[src/rtl/fft_seq_pkg.sv]
// Package: shared state encoding for the FFT stage sequencer.
// Assumes nothing beyond IEEE 1800-2017 packages.
package fft_seq_pkg;

    // Phases of the issue machine; the retire machine uses IDLE and RUN only.
    typedef enum logic [1:0] {
        SQ_IDLE  = 2'd0,
        SQ_RUN   = 2'd1,
        SQ_DRAIN = 2'd2
    } sq_state_t;

endpackage

[src/rtl/fft_seq_issue.sv]
// Module: issue machine and butterfly counter.
// Latches the upstream frame pulse as a pending request, clears it on
// leaving IDLE, issues NB butterflies one per cycle, then waits in DRAIN
// until the retire side reports completion.
// Assumes: frame_ready is a single-cycle pulse; LOG2 >= 2.
module fft_seq_issue
    import fft_seq_pkg::*;
#(
    parameter int KW = 9
) (
    input  logic          clk,
    input  logic          rst_n,
    input  logic          frame_ready,
    input  logic          retire_done,
    output logic          issue_en,
    output logic          start,
    output logic [KW-1:0] bfly_k
);
    localparam logic [KW-1:0] LAST_K = {KW{1'b1}};

    sq_state_t state;
    logic      pending;

    // Frame starts when idle and a request is waiting.
    always_comb begin
        start    = (state == SQ_IDLE) && pending;
        issue_en = (state == SQ_RUN);
    end

    // Pending request: set by a pulse, cleared only when a frame starts.
    always_ff @(posedge clk) begin
        if (!rst_n) begin
            pending <= 1'b0;
        end else begin
            pending <= (pending && !start) || frame_ready;
        end
    end

    // Phase sequencing and butterfly counting.
    always_ff @(posedge clk) begin
        if (!rst_n) begin
            state  <= SQ_IDLE;
            bfly_k <= '0;
        end else begin
            case (state)
                SQ_IDLE: begin
                    bfly_k <= '0;
                    if (start) state <= SQ_RUN;
                end
                SQ_RUN: begin
                    bfly_k <= bfly_k + 1'b1;
                    if (bfly_k == LAST_K) begin
                        state  <= SQ_DRAIN;
                        bfly_k <= '0;
                    end
                end
                SQ_DRAIN: begin
                    if (retire_done) state <= SQ_IDLE;
                end
                default: state <= SQ_IDLE;
            endcase
        end
    end

endmodule

[src/rtl/fft_seq_addr.sv]
// Module: butterfly address and twiddle index generator (combinational).
// Inserts a zero at bit STAGE of the butterfly index to form the upper
// operand address; the lower operand sets that bit. Twiddle index is the
// low STAGE bits of the index (constant 0 at stage 0).
// Assumes: 0 <= STAGE <= KW.
module fft_seq_addr #(
    parameter int KW    = 9,
    parameter int STAGE = 0,
    parameter int TWW   = 1
) (
    input  logic [KW-1:0]  bfly_k,
    output logic [KW:0]    addr_a,
    output logic [KW:0]    addr_b,
    output logic [TWW-1:0] tw
);
    localparam int AW = KW + 1;

    generate
        if (STAGE == 0) begin : g_first
            // Pairs are adjacent: the new zero bit is the LSB.
            assign addr_a = {bfly_k, 1'b0};
            assign tw     = '0;
        end else if (STAGE == KW) begin : g_last
            // Pairs are half a frame apart: the new zero bit is the MSB.
            assign addr_a = {1'b0, bfly_k};
            assign tw     = bfly_k[STAGE-1:0];
        end else begin : g_mid
            // Split the index around bit STAGE.
            assign addr_a = {bfly_k[KW-1:STAGE], 1'b0, bfly_k[STAGE-1:0]};
            assign tw     = bfly_k[STAGE-1:0];
        end
    endgenerate

    // Partner address sets the pairing bit.
    assign addr_b = addr_a | (AW'(1) << STAGE);

endmodule

[src/rtl/fft_seq_delay.sv]
// Module: fixed-latency shift line that matches the butterfly datapath.
// Carries a strobe and a payload through LAT registers; reset clears all.
// Assumes: LAT >= 1.
module fft_seq_delay #(
    parameter int W   = 8,
    parameter int LAT = 3
) (
    input  logic         clk,
    input  logic         rst_n,
    input  logic         in_vld,
    input  logic [W-1:0] in_data,
    output logic         out_vld,
    output logic [W-1:0] out_data
);
    logic         vld_q  [LAT];
    logic [W-1:0] data_q [LAT];

    generate
        for (genvar i = 0; i < LAT; i++) begin : g_tap
            // One register tap of the latency line.
            always_ff @(posedge clk) begin
                if (!rst_n) begin
                    vld_q[i]  <= 1'b0;
                    data_q[i] <= '0;
                end else if (i == 0) begin
                    vld_q[i]  <= in_vld;
                    data_q[i] <= in_data;
                end else begin
                    vld_q[i]  <= vld_q[(i == 0) ? 0 : i-1];
                    data_q[i] <= data_q[(i == 0) ? 0 : i-1];
                end
            end
        end
    endgenerate

    assign out_vld  = vld_q[LAT-1];
    assign out_data = data_q[LAT-1];

endmodule

[src/rtl/fft_seq_retire.sv]
// Module: retire machine. Armed when a frame starts, counts delayed
// write strobes and emits a one-cycle done pulse after the last one.
// Assumes: exactly NB strobes arrive per started frame.
module fft_seq_retire
    import fft_seq_pkg::*;
#(
    parameter int KW = 9
) (
    input  logic clk,
    input  logic rst_n,
    input  logic start,
    input  logic wr_vld,
    output logic done
);
    localparam logic [KW-1:0] LAST_K = {KW{1'b1}};

    sq_state_t     state;
    logic [KW-1:0] wcnt;

    // Write-back counting and completion pulse generation.
    always_ff @(posedge clk) begin
        if (!rst_n) begin
            state <= SQ_IDLE;
            wcnt  <= '0;
            done  <= 1'b0;
        end else begin
            done <= 1'b0;
            case (state)
                SQ_IDLE: begin
                    wcnt <= '0;
                    if (start) state <= SQ_RUN;
                end
                SQ_RUN: begin
                    if (wr_vld) begin
                        wcnt <= wcnt + 1'b1;
                        if (wcnt == LAST_K) begin
                            done  <= 1'b1;
                            state <= SQ_IDLE;
                            wcnt  <= '0;
                        end
                    end
                end
                default: state <= SQ_IDLE;
            endcase
        end
    end

endmodule

[src/rtl/fft_stage_seq.sv]
// Module: top of the per-stage FFT sequencer. Ties the issue machine,
// address generator, latency line and retire machine together. The
// stage's completion pulse also releases the issue machine from DRAIN.
// Assumes: buffer, twiddle table and butterfly live outside this block.
module fft_stage_seq
    import fft_seq_pkg::*;
#(
    parameter int LOG2  = 10,
    parameter int STAGE = 0,
    parameter int LAT   = 3,
    localparam int KW   = LOG2 - 1,
    localparam int TWW  = (STAGE == 0) ? 1 : STAGE
) (
    input  logic            clk,
    input  logic            rst_n,
    input  logic            frame_ready,
    output logic            rd_en,
    output logic [LOG2-1:0] rd_addr_a,
    output logic [LOG2-1:0] rd_addr_b,
    output logic [TWW-1:0]  tw_idx,
    output logic            wr_en,
    output logic [LOG2-1:0] wr_addr_a,
    output logic [LOG2-1:0] wr_addr_b,
    output logic            stage_done
);
    logic          start;
    logic [KW-1:0] bfly_k;
    logic [2*LOG2-1:0] wr_pair;

    fft_seq_issue #(.KW(KW)) u_issue (
        .clk         (clk),
        .rst_n       (rst_n),
        .frame_ready (frame_ready),
        .retire_done (stage_done),
        .issue_en    (rd_en),
        .start       (start),
        .bfly_k      (bfly_k)
    );

    fft_seq_addr #(.KW(KW), .STAGE(STAGE), .TWW(TWW)) u_addr (
        .bfly_k (bfly_k),
        .addr_a (rd_addr_a),
        .addr_b (rd_addr_b),
        .tw     (tw_idx)
    );

    fft_seq_delay #(.W(2*LOG2), .LAT(LAT)) u_delay (
        .clk      (clk),
        .rst_n    (rst_n),
        .in_vld   (rd_en),
        .in_data  ({rd_addr_a, rd_addr_b}),
        .out_vld  (wr_en),
        .out_data (wr_pair)
    );

    assign wr_addr_a = wr_pair[2*LOG2-1:LOG2];
    assign wr_addr_b = wr_pair[LOG2-1:0];

    fft_seq_retire #(.KW(KW)) u_retire (
        .clk    (clk),
        .rst_n  (rst_n),
        .start  (start),
        .wr_vld (wr_en),
        .done   (stage_done)
    );

endmodule

[config.mk]
export PLATFORM = sky130hd
export DESIGN_NAME = fft_stage_seq
export DESIGN_NICKNAME = d
export VERILOG_FILES = /design/src/rtl/fft_seq_pkg.sv /design/src/rtl/fft_seq_issue.sv /design/src/rtl/fft_seq_addr.sv /design/src/rtl/fft_seq_delay.sv /design/src/rtl/fft_seq_retire.sv /design/src/rtl/fft_stage_seq.sv
export SDC_FILE = /design/constraint.sdc
export NUM_CORES = 1
export LEC_CHECK = 0
export ABC_AREA = 0
export BUFFER_PORTS_ARGS = -buffer_cell sky130_fd_sc_hd__clkbuf_2
export CAP_MARGIN = 25
export CORE_MARGIN = 8
export CORE_UTILIZATION = 50
export CTS_CLUSTER_DIAMETER = 30
export DETAILED_ROUTE_END_ITERATION = 7
export GPL_TIMING_DRIVEN = 0
export PLACE_DENSITY = 0.77
export SKIP_CTS_REPAIR_TIMING = 1
export SLEW_MARGIN = 20
export SYNTH_ARGS = -nofsm -noshare
export SYNTH_HDL_FRONTEND = slang
export SYNTH_SLANG_ARGS = --single-unit
export TNS_END_PERCENT = 5
[constraint.sdc]
create_clock -name clk -period 2.8 [get_ports clk]
set_clock_uncertainty 0.15 [all_clocks]
set_input_delay 0 -clock clk [delete_from_list [all_inputs] [get_ports clk]]
set_output_delay 0 -clock clk [all_outputs]
set_load 0.02 [all_outputs]
**After elaboration in Yosys (flattened, before gate mapping)**

Memories as Yosys holds them, arrays and structs flattened.
Cells that the tools add are included.

- Word-level logic and storage cells: 60
- Bits in latches: 0
- Memories kept: 2
- ROM bits: 0
- RAM bits: 63
- Input port bits: 3
- Register bits after elaboration: 24
- Output and inout bits: 44

Memories:

| name | depth | width | rd ports | clocked after Yosys merged registers in | write ports | line | text |
|---|---|---|---|---|---|---|---|
| u_delay.data_q | 3 | 20 | 3 | 0 | 3 | fft_seq_delay.sv:16 | `logic [W-1:0] data_q [LAT];` |
| u_delay.vld_q | 3 | 1 | 3 | 0 | 3 | fft_seq_delay.sv:15 | `logic vld_q [LAT];` |

- Shifts and indexed selects: 0
- Bitwise operators: 6
- Reduce and logical (&&, ||, !) cells: 12
- $add $sub $neg: 2
- Order comparisons: 0
- Multipliers: 0
- Equal/unequal tests: 11
- Mux-type cells: 21
- Divide/modulo/power cells: 0

Operator list:

| operator | number |
|---|---|
| $mux W20 | 3 |
| $pmux W9 S2 | 2 |
| $mux W9 | 3 |
| $add A9 B1 Y9 const B | 2 |
| $eq A9 B9 Y1 const B | 2 |
| $mux W2 | 5 |
| $reduce_and A3 Y1 | 3 |
| $mux W1 | 6 |
| $ne A2 B1 Y1 const B | 3 |
| $ne A2 B2 Y1 const B | 3 |
| $or A1 B1 Y1 | 6 |
| $pmux W2 S3 | 1 |
| $eq A2 B1 Y1 const B | 2 |
| $logic_not A2 Y1 | 2 |
| $pmux W2 S2 | 1 |
| $reduce_bool A2 Y1 | 2 |
| $eq A2 B2 Y1 const B | 1 |
| $logic_and A1 B1 Y1 | 2 |
| $reduce_and A2 Y1 | 1 |
| $logic_not A1 Y1 | 1 |
| $logic_or A1 B1 Y1 | 1 |

**Longest topological paths before layout**

Gate-level depths: netlist of the first run.

- Word-level depth: 5
- Mapped depth: 7
- Depth with buffers taken out: 7

**Modules after synthesis**

From an unflattened synthesis of the first run, not the netlist that was laid out.

- Cells, all modules: 277
- Area total of the unflattened synthesis: 2992.9 µm²

Modules (own cells, without submodules):

| module | times used | seq. area each (µm²) | cells an instance | area each (µm²) |
|---|---|---|---|---|
| fft_seq_delay | 1 | 1261.2 | 132 | 1764.2 |
| fft_seq_issue | 1 | 240.2 | 66 | 570.5 |
| fft_seq_retire | 1 | 220.2 | 56 | 493.0 |
| fft_seq_addr | 1 | 0.0 | 23 | 165.2 |

**Worst setup path before layout of the first run**

No wires, ideal clock.

- Kind: reg-to-reg
- Start: register u_issue.bfly_k[0]
- End: register u_issue.bfly_k[6]
- Path slack: 0.620 ns
- Buffers on the path: 0
- Setup time: 0.062 ns
- Arrival: 1.967 ns
- Period minus slack after synthesis: 2.180 ns
- Data required time: 2.588 ns
- Cell stages (with the launch flop): 8
- Cell sequence: dfxtp_1 -> ha_1 -> and3_1 -> and3_1 -> ha_1 -> nand4bb_1 -> or4_1 -> nand3_1

- Word-level cells in the longest chain between the ends: 3
- Elaborated cells on any way between the ends: 4
- Those cells by class: 1 x add/sub; 1 x eq/ne; 2 x mux

RTL lines:

| item | line | text |
|---|---|---|
| start, declared | fft_seq_issue.sv:17 | `output logic [KW-1:0] bfly_k` |
| start signal, assigned | fft_seq_issue.sv:51 | `bfly_k <= bfly_k + 1'b1;` |
| $add A9 B1 Y9 or $eq A9 B9 Y1 (tied branches) | fft_seq_issue.sv:51, fft_seq_issue.sv:52 |  |
| $mux W9 * | fft_seq_issue.sv:52 | `if (bfly_k == LAST_K) begin` |
| $pmux W9 S2 * | fft_seq_issue.sv:45 | `case (state)` |

Every way passes the cells marked *; elsewhere a longest branch is shown, timed or not.
A chain may end at the register's enable or synchronous reset.

**Worst setup path after layout of the first run**

Same ends and word-level chain as after synthesis.

==> qor.txt, run 1 <==
outcome - completed
root buffer selected by CTS - clkbuf_8
antenna violations before repair - 0
average size of a mapped cell - 9.93 µm²
largest net degree at the start of global routing - 20
Arrival @ worst endpoint - 2460 ps
data required time at the worst endpoint - 2910 ps
remaining design rule violation count - 0
Area contributors post-synth - dfxtp_1 53%, and2_1 9.1%, buf_4 7.8%
total number of yosys warnings - 0
Top delay family on crit path - simple AND/OR/NAND/NOR gates
worst hold path class - in2reg
Critical path buffers and inverters - 0
Cell Rows - 23
highest fanout seen on the critical path - 7
most common cell in the netlist - dfxtp_1
crit end category - flip-flop
Hold WS - 250 ps
CTS clock-pin slew for the worst setup and hold paths - 100 ps
all-layer global routing usage - 0.125
number of clock buffers inserted by TritonCTS - 5
EDFF count, synth - 0
initial core utilization - 0.524
number of global-route vias before repair - 1471
First DRT Iteration DRCs - 73
post-synthesis instance area - 0.00213 mm²
setup repair after global routing missed its margin - false
# diodes - 0
slowest stage delay, CP - 470 ps
final HPWL from detailed placement - 2890 µm
count of port buffers added during placement - 42
portion of the post-synthesis area used by sequential elements - 0.527
fmax - 0.426 GHz
clk_lat worst skew - 310 ps
iteration count of the initial detailed-routing pass - 4
post-layout minimum cycle time - 2350 ps
crit path max-delay cell type - or4_1
vertical die dimension - 81.2 µm
via total after detailed routing - 1570
distinct cell type count after synthesis - 40
placeable core region - 0.00406 mm²
number of max-cap violations - 0
cell area power density - 530 mW/mm²
vias per inst - 4.94
synth cell count leaders - 56 x dfxtp_1, 31 x and2_1, 22 x buf_4
Synth-to-Final Area Change - 18.5%
Critical Path Source Type - flip-flop
Die Wd - 81.2 µm
Hold Vio Cnt, Final - 0
total count of max-transition violations in the final report - 0
layout cell share with drive strength beyond 1 - 0.280
Finished Core Util - 0.621
post-synthesis instance total - 214
worst setup path category - reg2reg
maximum vdd ir drop - 382 µV
global-route wire length before repair - 6600 µm
clock tree buffer depth - 2
number of primary I/O pins - 47
Final setup viols - 0
Placer Congestion - 0.784
period utilisation layout - 0.838
CTS tree - done
Power, Total - 1.33 mW
critical path cell sequence - ha_1 -> and3_1 -> and3_1 -> ha_1 -> nand4bb_1 -> or4_1 -> nand3_1
Static Leakage - 1.12 nW
#FFs+latches synth - 56
Final Net Count - 274
overflow left after global routing - 0
per-cell routed wire length - 12.4 µm
top flip-flop cell by instance count after synthesis - dfxtp_1
die area - 0.00659 mm²
post-synthesis cell type with the largest combined area - dfxtp_1
total routed wirelength - 3940 µm
H-tree depth reported by CTS - 2
Fin Setup TNS - 0 ps
clk sink count - 56
FFs w/ async S/R, synth - 0
Synth top area share - 0.527
ANT nets after route - 0
worst reg2reg max path: cells and delay by family (launching register included):
family                   cells  cell delay [ps]
flip-flops                   1              380
adder cells (fa/ha/maj)      2              480
AND/OR/NAND/NOR              5             1280
per-layer routing:
metal  vias to the layer above  routed length, µm  global-route usage
met5                         -                  0                   0
met4                         0                 80              0.0643
met3                         8                227              0.0254
met2                        33               1820               0.202
met1                       717               1810               0.155
li1                        812                  -                   -
sequential cells by signal (all words and copies together), names as in the netlist:
signal,flops
u_issue.bfly_k,9
u_retire.wcnt,9
u_retire.done,1
u_retire.state,1
u_delay.data_q,30
u_issue.pending,1
u_delay.vld_q,3
u_issue.state,2
kinds of logic (layout without fill, tap and decap cells):
group | after synthesis | in the layout | synth area share
and+or+nand+nor | 82 | 82 | 0.233
DFF | 56 | 56 | 0.527
buffers and inverters | 34 | 86 | 0.0995
AOI/OAI and AO/OA | 32 | 32 | 0.0953
adders and majority gates | 4 | 4 | 0.0235
muxes | 3 | 3 | 0.0141
other | 2 | 4 | 0.00353
xor gates and xnor gates | 1 | 1 | 0.00412
worst paths after layout:
kind	start	slack [ps]	depth (start not counted)	to
min	rst_n	250	2	u_delay.data_q[0][0]
min reg2reg	u_delay.data_q[1][16]	290	1	u_delay.data_q[2][16]
max	u_issue.bfly_k[0]	450	7	u_issue.bfly_k[6]
max reg2reg	u_issue.bfly_k[0]	450	7	u_issue.bfly_k[6]
per-stage QoR:
stage | instances | worst slack [ps] | cell area, µm²
final | 318 | 453 | 2520
after global routing | 318 | 324 | 2520
after CTS | 316 | 453 | 2500
after detailed placement | 308 | 486 | 2410
after global placement | 308 | 516 | 2410
after floorplan | 216 | 620 | 2130
cell type report:
| cell class | count | area [µm²] |
|---|---|---|
| Inverter | 6 | 22.5 |
| Timing Repair Buffer | 44 | 230 |
| Tap cell | 50 | 62.6 |
| Fill cell | 358 | 1540 |
| Clock inverter | 3 | 25.0 |
| Buffer | 28 | 189 |
| Multi-Input combinational cell | 126 | 801 |
| Sequential cell | 56 | 1120 |
| Clock buffer | 5 | 68.8 |
cells in the final DEF (no fill, tap or decap), types with 2 or more instances in the layout:
cell and instances:
and3_1 3, dlygate4sd3_1 2, clkbuf_8 5, nand3_1 10, clkbuf_1 5, nor3_1 2, a31oi_1 4, a21oi_1 8
dfxtp_1 56, nand2_1 7, o21ai_0 7, or4_1 3, mux2i_1 3, nor2b_1 3, ha_1 4, clkbuf_2 42
conb_1 4, or3_1 3, buf_4 22, nor2_1 10, o31ai_1 2, and2_1 31, inv_1 5, inv_6 2
nand4bb_1 2, a21o_1 2, o211ai_1 2, a22oi_1 2
power by group:
group | switching, mW | total [mW] | internal, mW | leakage [nW]
sequential | 0.00886 | 0.815 | 0.806 | 0.453
combinational | 0.0406 | 0.0651 | 0.0245 | 0.622
clock | 0.272 | 0.455 | 0.183 | 0.0452
total | 0.321 | 1.33 | 1.01 | 1.12
(Power assumes the default switching activity.)
==> run 2, diff against run 1 <==
CORE_UTILIZATION = 47   (was 50)
PLACE_DENSITY = 0.76   (was 0.77)
clock period = 2.05 ns   (was 2.8 ns; I/O delays follow)
==> run 2 against run 1 <==
Net effect:
- clock-buffer cell count stayed put
- utilization is 1.7 points lower
- critical path depth stayed put
==> qor.txt, run 2 (same netlist as run 1, synthesis figures left out) <==
capture point of the worst reg-to-reg path - u_issue.bfly_k[6]
global-route wire length before repair - 6490 µm
setup ws final - 19.4 ps
placeable core region - 0.00435 mm²
period utilisation layout - 0.991
Synth-to-Final Area Change - 23.7%
top flop regs - u_delay.data_q x30, u_issue.bfly_k x9, u_retire.wcnt x9
H-tree depth reported by CTS - 2
DP Worst Slack - -66.9 ps
Int Power - 1.39 mW
crit end category - flip-flop
data required time at the worst endpoint - 2160 ps
count of port buffers added during placement - 42
total count of max-transition violations in the final report - 0
Register-to-Register Setup Slack - 20 ps
clock group share of total power - 0.340
overflow left after global routing - 0
remaining design rule violation count - 0
post-layout minimum cycle time - 2030 ps
antenna violations before repair - 0
worst hold path endpoint - u_delay.vld_q[2]
largest net degree at the start of global routing - 20
outcome - completed
per-cell routed wire length - 12.3 µm
worst-case reg-to-reg path depth - 7
switching share of total power - 0.242
number of global-route vias before repair - 1411
combinational group share of total power - 0.053
Placer Congestion - 0.771
root buffer selected by CTS - clkbuf_8
worst reg2reg path startpoint - u_issue.bfly_k[1]
most frequent cells in the layout - 53 x dfxtp_1, 42 x clkbuf_2, 31 x and2_1
total routed wirelength - 4010 µm
ANT nets after route - 0
die area - 0.00693 mm²
power spent charging and discharging nets - 0.444 mW
largest register by flop count - u_delay.data_q
Hold Vio Cnt, Final - 0
clk sink count - 56
maximum vdd ir drop - 431 µV
iteration count of the initial detailed-routing pass - 4
all-layer global routing usage - 0.108
clk_lat worst skew - 310 ps
vertical die dimension - 83.3 µm
final HPWL from detailed placement - 2810 µm
layout cell share with drive strength beyond 1 - 0.328
number of max-cap violations - 0
worst hold path class - reg2reg
Arrival @ worst endpoint - 2140 ps
number of filler instances in the final layout - 387
fmax - 0.492 GHz
Hold WS - 289 ps
power share of the sequential group - 0.607
cell area power density - 697 mW/mm²
CTS tree - done
clock tree buffer depth - 2
worst setup path category - reg2reg
Critical Path Source Type - flip-flop
setup repair after global routing missed its margin - true
initial core utilization - 0.488
Final setup viols - 0
Die Wd - 83.3 µm
Worst Min Path Start - u_delay.vld_q[1]
CTS clock-pin slew for the worst setup and hold paths - 110 ps
Finished Core Util - 0.604
most common cell after layout, fill and taps aside - dfxtp_1
Final Net Count - 280
Static Leakage - 1.14 nW
via total after detailed routing - 1598
highest fanout seen on the critical path - 6
First DRT Iteration DRCs - 78
vias per inst - 4.90
# diodes - 0
flip-flop count of the largest register, all copies and words added - 30
number of primary I/O pins - 47
Cell Rows - 24
hold-critical path depth - 1
number of clock buffers inserted by TritonCTS - 5
run 2: how the worst max path moves through the flow:
stage,startpoint,depth (start not counted),end,slack (ps)
2_1_floorplan,u_issue.bfly_k[0],7,u_issue.bfly_k[6],10
3_3_place_gp,u_issue.bfly_k[0],7,u_issue.bfly_k[6],-50
3_5_place_dp,u_issue.bfly_k[0],7,u_issue.bfly_k[6],-70
4_1_cts,u_issue.bfly_k[0],7,u_issue.bfly_k[6],-100
5_1_grt,u_issue.bfly_k[1],7,u_issue.bfly_k[6],-50
6_report,u_issue.bfly_k[1],7,u_issue.bfly_k[6],20
run 2: metrics by stage:
| stage | area (µm²) | std cells | power, mW | TNS, ps |
|---|---|---|---|---|
| after floorplan | 2150 | 216 | 1.20 | 0 |
| after detailed placement | 2430 | 310 | 1.23 | -66.9 |
| after CTS | 2520 | 318 | 1.84 | -126 |
| after global placement | 2430 | 310 | 1.23 | -53.3 |
| final | 2630 | 326 | 1.83 | 0 |
| after global routing | 2630 | 326 | 1.91 | -109 |
run 2: cell type report:
class                   count  area [µm²]  share of cell area
flip-flops and latches     56        1130               0.430
multi-input cells         126         855               0.325
repair buffers             50         275               0.105
plain buffers              28         189              0.0718
clock buffers               5        68.8              0.0262
well taps                  52        65.1              0.0247
clock inverters             3        25.0             0.00951
inverters                   6        22.5             0.00856
run 2: metal layers:
metal	up-vias	track usage	wire length, µm
met1	726	0.126	1850
met4	0	0.0383	43
met3	5	0.0420	263
met5	-	0	0
li1	824	-	-
met2	43	0.176	1860
run 2: worst max-delay path, stage by stage (launching register included):
cell and delay (ps):
dfxtp_4 380, ha_4 170, and3_4 170, and3_4 170, ha_4 160, nand4bb_4 220
or4_1 480, nand3_1 90
run 2: power groups by stage:
stage	combinational, mW	clock [mW]	sequential [mW]
global route	0.109	0.685	1.12
detailed placement	0.0877	0	1.14
CTS	0.0881	0.637	1.11
finish	0.0978	0.624	1.11
floorplan	0.0590	0	1.14
global placement	0.0863	0	1.14
==> run 3, diff against run 2 <==
CORE_UTILIZATION = 30   (was 47)
PLACE_DENSITY = 0.54   (was 0.76)
==> run 3 against run 2 <==
Net effect:
- critical path depth unchanged
- clock-buffer cell count unchanged
- fmax grew 1.3%
- utilization down 21 points
==> qor.txt, run 3 (same netlist as run 1, synthesis figures left out) <==
largest net degree at the start of global routing - 20
total routed wirelength - 4320 µm
maximum vdd ir drop - 268 µV
slowest stage delay, CP - 420 ps
Placer Congestion - 0.785
highest fanout seen on the critical path - 7
CTS clock-pin slew for the worst setup and hold paths - 100 ps
critical path cell sequence - ha_4 -> and3_1 -> and3_4 -> ha_4 -> nand4bb_4 -> or4_1 -> nand3_1
number of primary I/O pins - 47
post-layout minimum cycle time - 2000 ps
worst hold path class - reg2reg
crit end category - flip-flop
setup repair after global routing missed its margin - true
DP Worst Slack - -78.8 ps
data required time at the worst endpoint - 2160 ps
iteration count of the initial detailed-routing pass - 4
most common cell after layout, fill and taps aside - dfxtp_1
largest register by flop count - u_delay.data_q
fmax - 0.499 GHz
global-route wire length before repair - 6930 µm
via total after detailed routing - 1556
overflow left after global routing - 0
Power, Total - 1.83 mW
antenna violations before repair - 0
all-layer global routing usage - 0.0854
number of global-route vias before repair - 1474
per-cell routed wire length - 11.7 µm
period utilisation layout - 0.977
Cell Rows - 30
Fin Setup TNS - 0 ps
Synth-to-Final Area Change - 25.5%
initial core utilization - 0.311
total count of max-transition violations in the final report - 0
# diodes - 0
crit path max-delay cell type - or4_1
Final setup viols - 0
worst setup path category - reg2reg
Final Net Count - 278
setup ws final - 46.4 ps
final HPWL from detailed placement - 3080 µm
most frequent cell on the critical path - ha_4
root buffer selected by CTS - clkbuf_8
cell area power density - 687 mW/mm²
Die Wd - 100 µm
H-tree depth reported by CTS - 2
number of max-cap violations - 0
count of placed standard cells in the final layout, fillers left out - 368
number of clock buffers inserted by TritonCTS - 5
flip-flop count of the largest register, all copies and words added - 30
outcome - completed
First DRT Iteration DRCs - 64
number of cells after detailed placement - 354
clk sink count - 56
die area - 0.0100 mm²
ANT nets after route - 0
top flop regs - u_delay.data_q x30, u_issue.bfly_k x9, u_retire.wcnt x9
clk_lat worst skew - 310 ps
most frequent cells in the layout - 53 x dfxtp_1, 42 x clkbuf_2, 31 x and2_1
clock tree buffer depth - 2
CTS tree - done
layout cell share with drive strength beyond 1 - 0.324
remaining design rule violation count - 0
Arrival @ worst endpoint - 2110 ps
Critical path buffers and inverters - 0
placeable core region - 0.00683 mm²
vertical die dimension - 100 µm
Hold Vio Cnt, Final - 0
count of port buffers added during placement - 42
Static Leakage - 1.13 nW
Critical Path Source Type - flip-flop
Top delay family on crit path - simple AND/OR/NAND/NOR gates
vias per inst - 4.23
## run 3: cell count changes in the layout (fill, tap and decap cells not counted)
cell / before / now
and3_1: 1 / 2
ha_2: 1 / 2
buf_4: 28 / 26
and3_4: 2 / 1
ha_1: 1 / 0
## run 3: worst paths after layout
path	to	slack, ps	startpoint	cells after the start
hold / removal	u_delay.data_q[2][18]	290	u_delay.data_q[1][18]	1
setup reg to reg	u_issue.bfly_k[6]	50	u_issue.bfly_k[0]	7
hold reg to reg	u_delay.data_q[2][18]	290	u_delay.data_q[1][18]	1
setup / recovery	u_issue.bfly_k[6]	50	u_issue.bfly_k[0]	7
## run 3: area by class of cell
cell class	instances	area (µm²)
repair buffers	48	260
clock inverters	3	25.0
clock buffers	5	68.8
fillers	721	4160
flip-flops and latches	56	1130
inverters	6	22.5
multi-input cells	126	852
well taps	96	120
plain buffers	28	189
## run 3: metal layers
layer,GRT usage,vias to the layer above,part of all wire
li1,-,821,-
met1,0.0998,694,0.46
met2,0.137,37,0.47
met3,0.0263,4,0.061
met4,0.0442,0,0.014
met5,0,-,0
## run 3: power by group
group	switching [mW]	leakage [nW]	total (mW)	internal, mW
registers	0.0130	0.455	1.11	1.10
logic	0.0594	0.631	0.0996	0.0402
clock network	0.371	0.0452	0.621	0.250
total	0.443	1.13	1.83	1.39
## run 3: worst reg2reg max path, delay by kind of cell, from the launching register on
family                     cells  cell delay [ps]
and+or+nand+nor                5             1100
DFF                            1              380
adders and majority gates      2              320
## run 3: through the flow
| step | util | cell area [µm²] | hold WS [ps] |
|---|---|---|---|
| floorplan | - | 2150 | -122 |
| global placement | 0.364 | 2480 | 72.8 |
| detailed placement | 0.364 | 2480 | 75.8 |
| CTS | 0.377 | 2580 | -264 |
| global route | 0.390 | 2670 | 308 |
| finish | 0.390 | 2670 | 291 |
